==> config.mk <==
export PLATFORM = sky130hd
export DESIGN_NAME = burst_colgen
export DESIGN_NICKNAME = d
export VERILOG_FILES = /design/src/rtl/colgen_pkg.sv /design/src/rtl/colgen_mode_reg.sv /design/src/rtl/colgen_beat_ctr.sv /design/src/rtl/colgen_addr_map.sv /design/src/rtl/burst_colgen.sv
export SDC_FILE = /design/constraint.sdc
export NUM_CORES = 1
export LEC_CHECK = 0
export BUFFER_PORTS_ARGS = -buffer_cell sky130_fd_sc_hd__buf_2
export CORE_MARGIN = 3
export CORE_UTILIZATION = 58
export CTS_CLUSTER_SIZE = 25
export DETAILED_ROUTE_END_ITERATION = 7
export GPL_TIMING_DRIVEN = 0
export PLACE_DENSITY = 0.83
export SYNTH_ARGS = -nofsm -noshare
export SYNTH_HDL_FRONTEND = slang
export SYNTH_SLANG_ARGS = --single-unit
==> constraint.sdc <==
create_clock -name clk -period 5.05 [get_ports clk]
set_clock_uncertainty 0.05 [all_clocks]
set_input_delay 1.2625 -clock clk [delete_from_list [all_inputs] [get_ports clk]]
set_output_delay 1.2625 -clock clk [all_outputs]
set_load 0.01 [all_outputs]
==> src/rtl/colgen_pkg.sv <==
package colgen_pkg;
   typedef enum logic [1:0] {
      LEN_2    = 2'd0,
      LEN_4    = 2'd1,
      LEN_8    = 2'd2,
      LEN_PAGE = 2'd3
   } len_code_e;

   // number of low column bits that wrap for a fixed length
   function automatic logic [1:0] len_bits(input len_code_e c);
      case (c)
         LEN_2:   return 2'd1;
         LEN_4:   return 2'd2;
         default: return 2'd3;
      endcase
   endfunction
endpackage

==> src/rtl/colgen_mode_reg.sv <==
module colgen_mode_reg
   import colgen_pkg::*;
(
   input  logic       clk,
   input  logic       rst_n,
   input  logic       busy,
   input  logic       cfg_we,
   input  logic [1:0] cfg_len,
   input  logic       cfg_ilv,
   output logic [1:0] lbits,
   output logic       full,
   output logic       ilv_eff,
   output logic       err
);
   len_code_e len_q;
   logic      ilv_q;
   logic      take;

   assign take = cfg_we & ~busy;

   always_ff @(posedge clk) begin
      if (!rst_n) begin
         len_q <= LEN_2;
         ilv_q <= 1'b0;
         err   <= 1'b0;
      end else if (take) begin
         len_q <= len_code_e'(cfg_len);
         ilv_q <= cfg_ilv;
         err   <= (cfg_len == LEN_PAGE) & cfg_ilv;
      end
   end

   assign full    = (len_q == LEN_PAGE);
   assign lbits   = len_bits(len_q);
   assign ilv_eff = ilv_q & ~full;

   assert_mode_hold_R8: assert property (@(posedge clk) disable iff (!rst_n)
      (busy && $past(busy)) |-> ($stable(len_q) && $stable(ilv_q)));

   assert_bad_combo_flag_R9: assert property (@(posedge clk) disable iff (!rst_n)
      (cfg_we && !busy && cfg_len == 2'd3 && cfg_ilv) |=> (err && !ilv_eff));
endmodule

==> src/rtl/colgen_beat_ctr.sv <==
module colgen_beat_ctr #(
   parameter int COL_W = 8
) (
   input  logic             clk,
   input  logic             rst_n,
   input  logic             start,
   input  logic [COL_W-1:0] start_col,
   input  logic             stop,
   input  logic [1:0]       lbits,
   input  logic             full,
   output logic             active,
   output logic [COL_W-1:0] base,
   output logic [COL_W-1:0] cnt,
   output logic             done
);
   logic [COL_W-1:0] last_idx;
   logic             last;

   assign last_idx = (COL_W'(1) << lbits) - COL_W'(1);
   assign last     = ~full & (cnt == last_idx);
   assign done     = active & (last | stop);

   always_ff @(posedge clk) begin
      if (!rst_n) begin
         active <= 1'b0;
         base   <= '0;
         cnt    <= '0;
      end else if (start) begin
         active <= 1'b1;
         base   <= start_col;
         cnt    <= '0;
      end else if (active && (stop || last)) begin
         active <= 1'b0;
      end else if (active) begin
         cnt    <= cnt + COL_W'(1);
      end
   end

   assert_done_only_in_burst_R4: assert property (@(posedge clk) disable iff (!rst_n)
      done |-> active);

   assert_no_early_end_R4: assert property (@(posedge clk) disable iff (!rst_n)
      (active && !last && !stop && !start) |=> active);

   assert_stop_ends_R7: assert property (@(posedge clk) disable iff (!rst_n)
      (active && stop && !start) |=> !active);
endmodule

==> src/rtl/colgen_addr_map.sv <==
module colgen_addr_map #(
   parameter int COL_W = 8
) (
   input  logic [COL_W-1:0] base,
   input  logic [COL_W-1:0] cnt,
   input  logic [1:0]       lbits,
   input  logic             full,
   input  logic             ilv,
   output logic [COL_W-1:0] col
);
   logic [COL_W-1:0] mask;
   logic [COL_W-1:0] off;

   for (genvar i = 0; i < COL_W; i++) begin : g_mask
      assign mask[i] = full | (int'(lbits) > i);
   end

   assign off = ilv ? (base ^ cnt) : (base + cnt);
   assign col = (base & ~mask) | (off & mask);
endmodule

==> src/rtl/burst_colgen.sv <==
module burst_colgen #(
   parameter int COL_W = 8
) (
   input  logic             clk,
   input  logic             rst_n,
   input  logic             cfg_we,
   input  logic [1:0]       cfg_len,
   input  logic             cfg_ilv,
   input  logic             start,
   input  logic [COL_W-1:0] start_col,
   input  logic             stop,
   output logic [COL_W-1:0] col_out,
   output logic             col_vld,
   output logic             burst_done,
   output logic             cfg_err
);
   localparam int MIN_W = 3;

   if (COL_W < MIN_W) begin : g_bad_width
      $error("COL_W must cover an 8-beat block");
   end

   logic [1:0]       lbits;
   logic             full;
   logic             ilv_eff;
   logic             active;
   logic [COL_W-1:0] base;
   logic [COL_W-1:0] cnt;

   colgen_mode_reg u_mode (
      .clk     (clk),
      .rst_n   (rst_n),
      .busy    (active),
      .cfg_we  (cfg_we),
      .cfg_len (cfg_len),
      .cfg_ilv (cfg_ilv),
      .lbits   (lbits),
      .full    (full),
      .ilv_eff (ilv_eff),
      .err     (cfg_err)
   );

   colgen_beat_ctr #(.COL_W(COL_W)) u_ctr (
      .clk       (clk),
      .rst_n     (rst_n),
      .start     (start),
      .start_col (start_col),
      .stop      (stop),
      .lbits     (lbits),
      .full      (full),
      .active    (active),
      .base      (base),
      .cnt       (cnt),
      .done      (burst_done)
   );

   colgen_addr_map #(.COL_W(COL_W)) u_map (
      .base  (base),
      .cnt   (cnt),
      .lbits (lbits),
      .full  (full),
      .ilv   (ilv_eff),
      .col   (col_out)
   );

   assign col_vld = active;

   assert_start_first_col_R6: assert property (@(posedge clk) disable iff (!rst_n)
      start |=> (col_vld && col_out == $past(start_col)));

   assert_page_step_R5: assert property (@(posedge clk) disable iff (!rst_n)
      (col_vld && $past(col_vld) && !$past(start) && full)
         |-> (col_out == $past(col_out) + COL_W'(1)));
endmodule

==> results.toml <==
[global_routing]
grt-ovfl-total = 0
grt_start_max_net_pins = 12
grt_pass1_wl_um = 5340
grt_antenna_before_repair = 0
grt_pass1_vias = 1252
grt_usage = 0.241

[timing]
fmax_mhz = 263
setup_viol = 0
whs_ps = 452
fin_crit_sh = 0.753
max-slew-margin-rel = 0.538
hold_viol = 0
setup_ws_ps = 1250
tns_ps = 0
layout_min_cycle_time_ps = 3800
rsz0062_at_grt = "no"
worstMarginPinSlew_ps = 693
finalMaxSlewViolations = 0

[synth]
yosys-top-cells-count = "dfxtp_1 (21), nor2b_1 (14), a21oi_1 (13), o21ai_0 (13), nor2_1 (12)"
synth_top_area_cell = "dfxtp_1"
synth.area.top_cells = "dfxtp_1 (30%), ha_1 (7.2%), mux2i_1 (7.2%)"
yosysTopAreaCellShare = 0.304
syn_avg_cell_area_um2 = 8.27
yosys_warnings = 0
ys_ff_latch = 21
ys.flop_type = "dfxtp_1"
yosysMostFrequentCell = "dfxtp_1"
synthCells = 167
yosysSeqAreaShare = 0.304
syn_nets = 192
async_reset_ff_frac = 0
synth_edf_count = 0
ys_types = 41
synth_area_um2 = 1380

[clock_tree]
ctsResizeCount = 0
root_buffer = "clkbuf_4"
cts_tree = "done"
postCtsSetupBuffers = 0
clk_latency_ps = 310
cts_hold_buf = 0
clock_sinks = 21
clk_pin_slew_ps = 120
cts_max_level = 1
cts_buffers = 3
clock_path_buffers = 2

[die]
start_util = 0.618
core_area_um2 = 2230
die_h_um = 54.8
die_area_um2 = 3000
die_x_um = 54.8
io-pin-count = 27
num_rows = 17

[detailed_routing]
firstDrtPassIters = 4
vias_per_cell = 5.77
ant_nets = 0
remaining_drc_errors = 0
via_count = 1293
routed_wl_um = 3120
initialDrtViolationCount = 22
routedWlPerCell_um = 13.9

[cells_and_area]
diodes = 0
drive_above_1_share = 0.168
seq_area_um2 = 420
multi_input_area_um2 = 888
fin_nets = 222
num-fill-cells = 189
area_delta_synth_final_pct = 13.5
fin_cells = 224
post-route-util = 0.702

[outcome]
status = "finished, final reports clean"

[critical_path]
cp_cell_sequence = "ha_1, inv_1, fa_1, nor2b_1, o211ai_1, a21boi_0, nor4b_1, a211o_1, buf_2"
reg2reg_to = "u_ctr.cnt[1]"
path_class = "register to output port"
crit_fanout = 5
critPathLaunchType = "register"
cp_data_arrival_time_ps = 2490
crit_required_ps = 3740
critPathSlowestCell = "dfxtp_1"
timing.rr.start = "u_ctr.cnt[2]"
cp_top_family = "adder cells"
path_buf_inv = 2
cp-end-kind = "output port"
reg2reg_depth = 7
cp_slowest_stage_delay_ps = 440
reg2reg_slack_ps = 3130
cp.depth = 9

[power_and_ir_drop]
vdd_drop_max_uv = 166
p_per_area_nw_per_um2 = 204
cellLeakagePower_nw = 0.659

[hold_path]
worstHoldEndpoint = "u_mode.err"
whs_path_depth = 2
min_path_type = "register to register"
hold_start = "u_mode.err"

[placement]
place_inst = 220
dp_hpwl_um = 2310
gp_congestion = 0.854
portBuffers = 25
dp_slack_ps = 1670

[run]
max_cap_violations = 0
flip-flops by register name, summed over array words and instances (netlist names):
signal        cells
u_ctr.active      1
u_mode.len_q      2
u_ctr.cnt         8
u_mode.err        1
u_mode.ilv_q      1
u_ctr.base        8
final cells by class:
cell class | count | area share
repair buffers | 25 | 0.0798
clock buffers | 4 | 0.0168
inverters | 10 | 0.0239
plain buffers | 7 | 0.0223
well taps | 28 | 0.0223
flip-flops and latches | 21 | 0.268
multi-input cells | 129 | 0.567
power breakdown:
part | total, mW | switching [mW] | leakage [nW] | internal, mW
Combinational | 0.0563 | 0.0299 | 0.472 | 0.0264
Clock | 0.0858 | 0.0549 | 0.0150 | 0.0309
Sequential | 0.177 | 0.00538 | 0.172 | 0.172
Total | 0.319 | 0.0902 | 0.659 | 0.229
placed cells by master, fill, tap and decap left out, types with 4 or more instances in the layout:
master    instances
mux2i_1          10
nor2_1           12
or3_1             5
a21oi_1          13
clkbuf_1          5
nand2b_1          4
inv_1            10
nor2b_1          14
dfxtp_1          21
buf_2            26
ha_1              8
nand2_1           9
o21ai_0          13
layer usage:
metal | wire length (µm) | share of wire | GRT usage | vias to the layer above
met2 | 1410 | 0.45 | 0.372 | 40
met4 | 56 | 0.018 | 0.0954 | 0
li1 | - | - | - | 660
met1 | 1490 | 0.48 | 0.331 | 587
met3 | 162 | 0.052 | 0.0381 | 6
met5 | 0 | 0 | 0 | -
worst max-delay path by stage:
stage | from | end | slack, ps
after global routing | u_ctr.cnt[0] | col_out[6] | 1030
after floorplan | u_ctr.cnt[0] | col_out[6] | 2000
after detailed placement | u_ctr.cnt[0] | col_out[6] | 1670
after global placement | u_ctr.cnt[0] | col_out[6] | 1680
final | u_ctr.cnt[0] | col_out[6] | 1250
after CTS | u_ctr.cnt[0] | col_out[6] | 1290
worst reg2reg max path: cells and delay by family, from the launching register on:
kind | cells | cell delay [ps]
compound gates | 2 | 370
flops | 1 | 350
mux | 1 | 200
buf+inv | 2 | 430
simple gates | 2 | 420
kinds of logic after synthesis:
family                   count (synthesis)  share of synthesized area
flip-flops                              21                      0.304
AND/OR/NAND/NOR                         59                      0.234
AO/OA/AOI/OAI                           46                      0.217
XOR/XNOR                                 4                     0.0254
buffers and inverters                   17                     0.0525
multiplexers                            10                     0.0725
adder cells (fa/ha/maj)                 10                     0.0942
stage by stage:
stage / power, mW / instance area, µm²
global placement: 0.234 / 1540
detailed placement: 0.237 / 1540
floorplan: 0.217 / 1380
finish: 0.319 / 1570
CTS: 0.318 / 1570
global route: 0.332 / 1570
No activity file was read; power rests on OpenSTA's default activity.
